==> src/rtl/btbt_pkg.sv <==
package btbt_pkg;

   // Kind code carried with a resolved instruction on the update port.
   typedef enum logic [1:0] {
      KIND_PLAIN    = 2'b00,
      KIND_COND     = 2'b01,
      KIND_DIRECT   = 2'b10,
      KIND_INDIRECT = 2'b11
   } cf_kind_e;

   // Only instructions with a fixed PC-relative target may occupy a slot.
   function automatic logic kind_is_storable(cf_kind_e k);
      return (k == KIND_COND) || (k == KIND_DIRECT);
   endfunction

endpackage

==> src/rtl/btbt_split.sv <==
module btbt_split #(
   parameter int PC_W  = 32,
   parameter int IDX_W = 6,
   parameter int OFS_W = 2,
   localparam int TAG_W = PC_W - IDX_W - OFS_W
) (
   input  logic [PC_W-1:0]  pc,
   output logic [IDX_W-1:0] idx,
   output logic [TAG_W-1:0] tag
);

   // Byte-offset bits are dropped; the middle bits select the slot.
   always_comb begin
      idx = pc[OFS_W +: IDX_W];
      tag = pc[PC_W-1 -: TAG_W];
   end

endmodule

==> src/rtl/btbt_entries.sv <==
module btbt_entries #(
   parameter int IDX_W = 6,
   parameter int TAG_W = 24,
   parameter int TGT_W = 30,
   localparam int DEPTH = 1 << IDX_W
) (
   input  logic             clk,
   input  logic             rst_n,
   input  logic             wr_en,
   input  logic [IDX_W-1:0] wr_idx,
   input  logic [TAG_W-1:0] wr_tag,
   input  logic [TGT_W-1:0] wr_tgt,
   input  logic [IDX_W-1:0] rd_idx,
   output logic             rd_valid,
   output logic [TAG_W-1:0] rd_tag,
   output logic [TGT_W-1:0] rd_tgt
);

   logic [DEPTH-1:0] valid_q;
   logic [TAG_W-1:0] tag_q [DEPTH];
   logic [TGT_W-1:0] tgt_q [DEPTH];

   for (genvar e = 0; e < DEPTH; e++) begin : g_slot
      logic sel;
      assign sel = wr_en && (wr_idx == IDX_W'(e));

      // Only the valid flag needs reset; payload is qualified by it.
      always_ff @(posedge clk or negedge rst_n) begin
         if (!rst_n) begin
            valid_q[e] <= 1'b0;
         end else if (sel) begin
            valid_q[e] <= 1'b1;
         end
      end

      always_ff @(posedge clk) begin
         if (sel) begin
            tag_q[e] <= wr_tag;
            tgt_q[e] <= wr_tgt;
         end
      end
   end

   // Registered storage read combinationally: a same-cycle write is
   // not visible until after the edge.
   always_comb begin
      rd_valid = valid_q[rd_idx];
      rd_tag   = tag_q[rd_idx];
      rd_tgt   = tgt_q[rd_idx];
   end

endmodule

==> src/rtl/btbt_select.sv <==
module btbt_select #(
   parameter int PC_W         = 32,
   parameter int OFS_W        = 2,
   parameter int TAG_W        = 24,
   parameter int TGT_W        = 30,
   parameter int INSN_BYTES   = 4,
   parameter bit DROP_TGT_OFS = 1'b1
) (
   input  logic [PC_W-1:0]  pc,
   input  logic [TAG_W-1:0] pc_tag,
   input  logic             slot_valid,
   input  logic [TAG_W-1:0] slot_tag,
   input  logic [TGT_W-1:0] slot_tgt,
   output logic             hit,
   output logic [PC_W-1:0]  next_pc
);

   logic [PC_W-1:0] full_tgt;
   logic [PC_W-1:0] seq_pc;

   if (DROP_TGT_OFS) begin : g_tgt_compact
      assign full_tgt = {slot_tgt, {OFS_W{1'b0}}};
   end else begin : g_tgt_full
      assign full_tgt = slot_tgt;
   end

   always_comb begin
      seq_pc  = pc + PC_W'(INSN_BYTES);
      hit     = slot_valid && (slot_tag == pc_tag);
      next_pc = hit ? full_tgt : seq_pc;
   end

endmodule

==> src/rtl/branch_tgt_buf.sv <==
module branch_tgt_buf #(
   parameter int PC_W         = 32,
   parameter int IDX_W        = 6,
   parameter int OFS_W        = 2,
   parameter int INSN_BYTES   = 4,
   parameter bit DROP_TGT_OFS = 1'b1
) (
   input  logic            clk,
   input  logic            rst_n,
   input  logic [PC_W-1:0] fetch_pc,
   output logic [PC_W-1:0] pred_pc,
   output logic            pred_hit,
   input  logic            upd_en,
   input  logic [1:0]      upd_kind,
   input  logic [PC_W-1:0] upd_pc,
   input  logic [PC_W-1:0] upd_target
);
   import btbt_pkg::*;

   localparam int TAG_W = PC_W - IDX_W - OFS_W;
   localparam int TGT_W = DROP_TGT_OFS ? (PC_W - OFS_W) : PC_W;

   // Elaboration-time parameter checks.
   if (IDX_W < 1 || IDX_W > 12) begin : g_bad_idx
      $error("branch_tgt_buf: IDX_W must lie in 1..12");
   end
   if (OFS_W < 0 || TAG_W < 1) begin : g_bad_split
      $error("branch_tgt_buf: OFS_W + IDX_W must leave at least one tag bit");
   end
   if (INSN_BYTES < 1) begin : g_bad_step
      $error("branch_tgt_buf: INSN_BYTES must be positive");
   end
   if (DROP_TGT_OFS && OFS_W < 1) begin : g_bad_drop
      $error("branch_tgt_buf: DROP_TGT_OFS needs OFS_W >= 1");
   end

   logic [IDX_W-1:0] look_idx, wr_idx;
   logic [TAG_W-1:0] look_tag, wr_tag;
   logic             slot_valid;
   logic [TAG_W-1:0] slot_tag;
   logic [TGT_W-1:0] slot_tgt;
   logic [TGT_W-1:0] wr_tgt;
   logic             wr_en;

   btbt_split #(.PC_W(PC_W), .IDX_W(IDX_W), .OFS_W(OFS_W)) u_split_look (
      .pc (fetch_pc),
      .idx(look_idx),
      .tag(look_tag)
   );

   btbt_split #(.PC_W(PC_W), .IDX_W(IDX_W), .OFS_W(OFS_W)) u_split_upd (
      .pc (upd_pc),
      .idx(wr_idx),
      .tag(wr_tag)
   );

   assign wr_en = upd_en && kind_is_storable(cf_kind_e'(upd_kind));

   if (DROP_TGT_OFS) begin : g_wr_compact
      assign wr_tgt = upd_target[PC_W-1:OFS_W];
   end else begin : g_wr_full
      assign wr_tgt = upd_target;
   end

   btbt_entries #(.IDX_W(IDX_W), .TAG_W(TAG_W), .TGT_W(TGT_W)) u_entries (
      .clk     (clk),
      .rst_n   (rst_n),
      .wr_en   (wr_en),
      .wr_idx  (wr_idx),
      .wr_tag  (wr_tag),
      .wr_tgt  (wr_tgt),
      .rd_idx  (look_idx),
      .rd_valid(slot_valid),
      .rd_tag  (slot_tag),
      .rd_tgt  (slot_tgt)
   );

   btbt_select #(
      .PC_W(PC_W), .OFS_W(OFS_W), .TAG_W(TAG_W), .TGT_W(TGT_W),
      .INSN_BYTES(INSN_BYTES), .DROP_TGT_OFS(DROP_TGT_OFS)
   ) u_select (
      .pc        (fetch_pc),
      .pc_tag    (look_tag),
      .slot_valid(slot_valid),
      .slot_tag  (slot_tag),
      .slot_tgt  (slot_tgt),
      .hit       (pred_hit),
      .next_pc   (pred_pc)
   );

endmodule

==> config.mk <==
export PLATFORM = sky130hd
export DESIGN_NAME = branch_tgt_buf
export DESIGN_NICKNAME = d
export VERILOG_FILES = /design/src/rtl/btbt_pkg.sv /design/src/rtl/btbt_split.sv /design/src/rtl/btbt_entries.sv /design/src/rtl/btbt_select.sv /design/src/rtl/branch_tgt_buf.sv
export SDC_FILE = /design/constraint.sdc
export NUM_CORES = 2
export LEC_CHECK = 0
export ABC_AREA = 1
export BUFFER_PORTS_ARGS = -buffer_cell sky130_fd_sc_hd__clkbuf_2
export CORE_MARGIN = 1
export CORE_UTILIZATION = 45
export DETAILED_ROUTE_END_ITERATION = 7
export PLACE_DENSITY_LB_ADDON = 0.05
export SETUP_SLACK_MARGIN = 0.4
export SKIP_CTS_REPAIR_TIMING = 1
export SYNTH_ARGS = -nofsm -noshare
export SYNTH_HDL_FRONTEND = slang
export SYNTH_SLANG_ARGS = --single-unit
export TNS_END_PERCENT = 10
==> constraint.sdc <==
create_clock -name clk -period 3.2 [get_ports clk]
set_input_delay 0.32 -clock clk [delete_from_list [all_inputs] [get_ports clk]]
set_output_delay 0.32 -clock clk [all_outputs]
set_load 0.01 [all_outputs]
==> flow_summary.json <==
{
  "violations": "hold timing, setup timing",
  "crit_type": "input pin to output pin",
  "grt_antenna_before_repair": 35,
  "ys_ff_latch": 3520,
  "core_area_um2": 315000,
  "clk-insertion-delay-late_ps": 920,
  "routed_via_density": 5.903,
  "synthAdderAreaFrac_pct": 0.008781,
  "report.final.slew_viol_count": 0,
  "finalHoldViolCount": 1,
  "tightest_slew_ps": 1346,
  "die_y_um": 564.7,
  "nNetsFinal": 12301,
  "synth_top_area_share_pct": 72.84,
  "grt_pass1_vias": 92650,
  "synth_xor_area_share_pct": 0.1537,
  "pre_cts_ws_ps": -924.3,
  "powerDensity_nw_per_um2": 603.1,
  "setup_viol": 33,
  "synthMuxAreaShare_pct": 0,
  "design_area_um2": 167000,
  "endpoint_kind": "output pin",
  "synth-simple-area-share_pct": 12.89,
  "layout_setup_ws_ps": -837.2,
  "ir_worst_vdd_uv": 605.2,
  "outcome": "complete, but fails checks",
  "port_buffers": 129,
  "slew_headroom_pct": 10.28,
  "synth.top_cells.by_count": "3,456 x edfxtp_1, 1,985 x nand2_1, 1,744 x nor2_1",
  "cp.required_ps": 2880,
  "seqCellArea_um2": 105400,
  "drive_above_1_share_pct": 12.84,
  "gr-total-overflow": 0,
  "start_kind": "input pin",
  "synth_top_family_by_area": "simple AND/OR/NAND/NOR gates",
  "synth_compound_area_share_pct": 8.929,
  "rsz0062_at_grt": "true",
  "die_area_um2": 318900,
  "fin_crit_sh_pct": 126.2,
  "syn_nets": 11755,
  "yosysWarnings": 0,
  "cts_made_buffers": 378,
  "yosysMostFrequentCell": "edfxtp_1",
  "syn_to_final_growth_pct": 17.18,
  "wl_um": 510400,
  "clock_tree.buffer_depth": 4,
  "period_needed_ps": 4037,
  "avgRoutedWirePerCell_um": 30.59,
  "fin_skew_ps": 0,
  "netlist_area_um2": 142500,
  "setup-tns-final_ps": -24660,
  "htree_levels": 5,
  "seq_area_frac_synth_pct": 73.96,
  "leakage_nw": 58.96,
  "place_inst": 15965,
  "finalNonFillerCells": 16683,
  "grt.total_usage_pct": 31.59,
  "cts.sinks": 3520,
  "cts_root_buf": "clkbuf_16",
  "async_reset_ff_share_pct": 1.818,
  "clk_pin_slew_ps": 60,
  "ioPinCount": 134,
  "nFillCells": 26787,
  "timing.fmax_mhz": 247.7,
  "worst_ep_arrival_time_ps": 3720,
  "holdWs_ps": -54.03,
  "cts_tree": "built",
  "globalplace.congestion": 0.8902,
  "syn_inst": 11653,
  "drv_cap": 0,
  "place_area_um2": 154500,
  "yosysTopAreaCell": "edfxtp_1",
  "drtIter0Drc": 12982,
  "postRouteAntennaNets": 0,
  "die_x_um": 564.7,
  "multi_input_area_um2": 32010,
  "synth-main-ff-cell": "edfxtp_1",
  "synth_edf_count": 3456,
  "syn_area_per_cell_um2": 12.23,
  "row_count": 206,
  "vias": 98476,
  "hpwl_um": 295100,
  "synthTopCellsByArea": "edfxtp_1 73%, nand2_1 5.2%, o21ai_0 4.7%, nor2_1 4.6%, nand3_1 2.6%",
  "initial_core_util_pct": 45.24,
  "yosysUniqueCellTypes": 44,
  "drc": 0,
  "worstHoldPathType": "input pin to flip-flop",
  "grt_pass1_wl_um": 711100,
  "first_pass_iters": 6,
  "grt_start_max_net_pins": 123,
  "worstPathMaxFanout": 53
}
-- worst max-delay path: stages --
cell,delay [ps]
buf_12,140
inv_16,220
buf_12,230
buf_12,300
buf_4,240
nor2_1,50
o211ai_1,200
nand3_1,140
nand2_1,80
nand3_1,160
nand2_1,120
nand2_1,50
nand2_1,130
nand2_1,80
nor2_1,100
nand2_1,110
nor2_4,150
buf_12,160
nand2_8,80
buf_12,150
o21ai_4,250
buf_6,150
-- flip-flops by register name (all words and copies together), names as in the netlist --
name	flops
u_entries.tag_q	1536
u_entries.valid_q	64
u_entries.tgt_q	1920
-- final timing paths --
check	startpoint	endpoint	slack, ps	depth (start not counted)
worst max register to register	u_entries.valid_q[6]	u_entries.valid_q[6]	2400	1
min in group asynchronous	rst_n	u_entries.valid_q[51]	510	4
worst min-delay path	upd_pc[4]	u_entries.valid_q[39]	-50	3
worst min register to register	u_entries.valid_q[1]	u_entries.valid_q[1]	460	2
max in group asynchronous	rst_n	u_entries.valid_q[21]	2330	4
worst max-delay path	fetch_pc[2]	pred_pc[20]	-840	22
-- report_power, final --
group / switching [mW] / leakage [nW] / internal [mW] / total, mW
registers: 0.0760 / 31.8 / 50.9 / 51.0
logic: 4.75 / 21.3 / 2.06 / 6.81
clock network: 18.4 / 5.84 / 24.5 / 42.9
total: 23.3 / 59.0 / 77.4 / 101
-- layout make-up --
type | instances | area share [%]
multi-input cells | 6837 | 19.17
flip-flops and latches | 3520 | 63.12
well taps | 4160 | 3.117
repair buffers | 914 | 6.120
clock inverters | 220 | 1.246
inverters | 548 | 1.263
clock buffers | 472 | 5.946
diodes | 12 | 0.01798
-- cell usage in the layout, fill, tap and decap left out, drive strengths merged, types with 41 or more instances in the layout --
| cell | Yosys | routed |
|---|---|---|
| a21oi | 158 | 158 |
| buf | 411 | 792 |
| clkbuf | 338 | 587 |
| clkinv | 6 | 179 |
| dfrtp | 64 | 64 |
| edfxtp | 3456 | 3456 |
| inv | 542 | 553 |
| nand2 | 1988 | 1989 |
| nand3 | 754 | 754 |
| nor2 | 1751 | 1751 |
| o211ai | 109 | 109 |
| o21ai | 1420 | 1420 |
| o221ai | 183 | 183 |
| o22ai | 316 | 316 |
| or2 | 41 | 41 |
-- through the flow --
| step | total power [mW] | utilization [%] |
|---|---|---|
| 6_report | 100.7 | 53.01 |
| 4_1_cts | 101.1 | 52.87 |
| 5_1_grt | 103.4 | 53.01 |
| 3_3_place_gp | 58.59 | 49.06 |
| 3_5_place_dp | 58.64 | 49.06 |
| 2_1_floorplan | 55.13 | - |
-- routing by layer --
| metal | global-route usage, % | vias to the layer above | part of all wire (%) |
|---|---|---|---|
| met2 | 50.88 | 4766 | 47 |
| met4 | 13.19 | 4 | 4.6 |
| li1 | - | 42733 | - |
| met5 | 0 | - | 0.0047 |
| met3 | 4.259 | 909 | 7.8 |
| met1 | 43.30 | 50064 | 41 |
-- cell families (layout without fill, tap and decap cells) --
logic type,after synthesis,after routing
adder cells (fa/ha/maj),1,1
flip-flops,3520,3520
XOR/XNOR,25,25
AO/OA/AOI/OAI,2240,2240
buffers and inverters,1297,2154
other,0,12
AND/OR/NAND/NOR,4570,4571
Power figures use the tool's default switching activity.
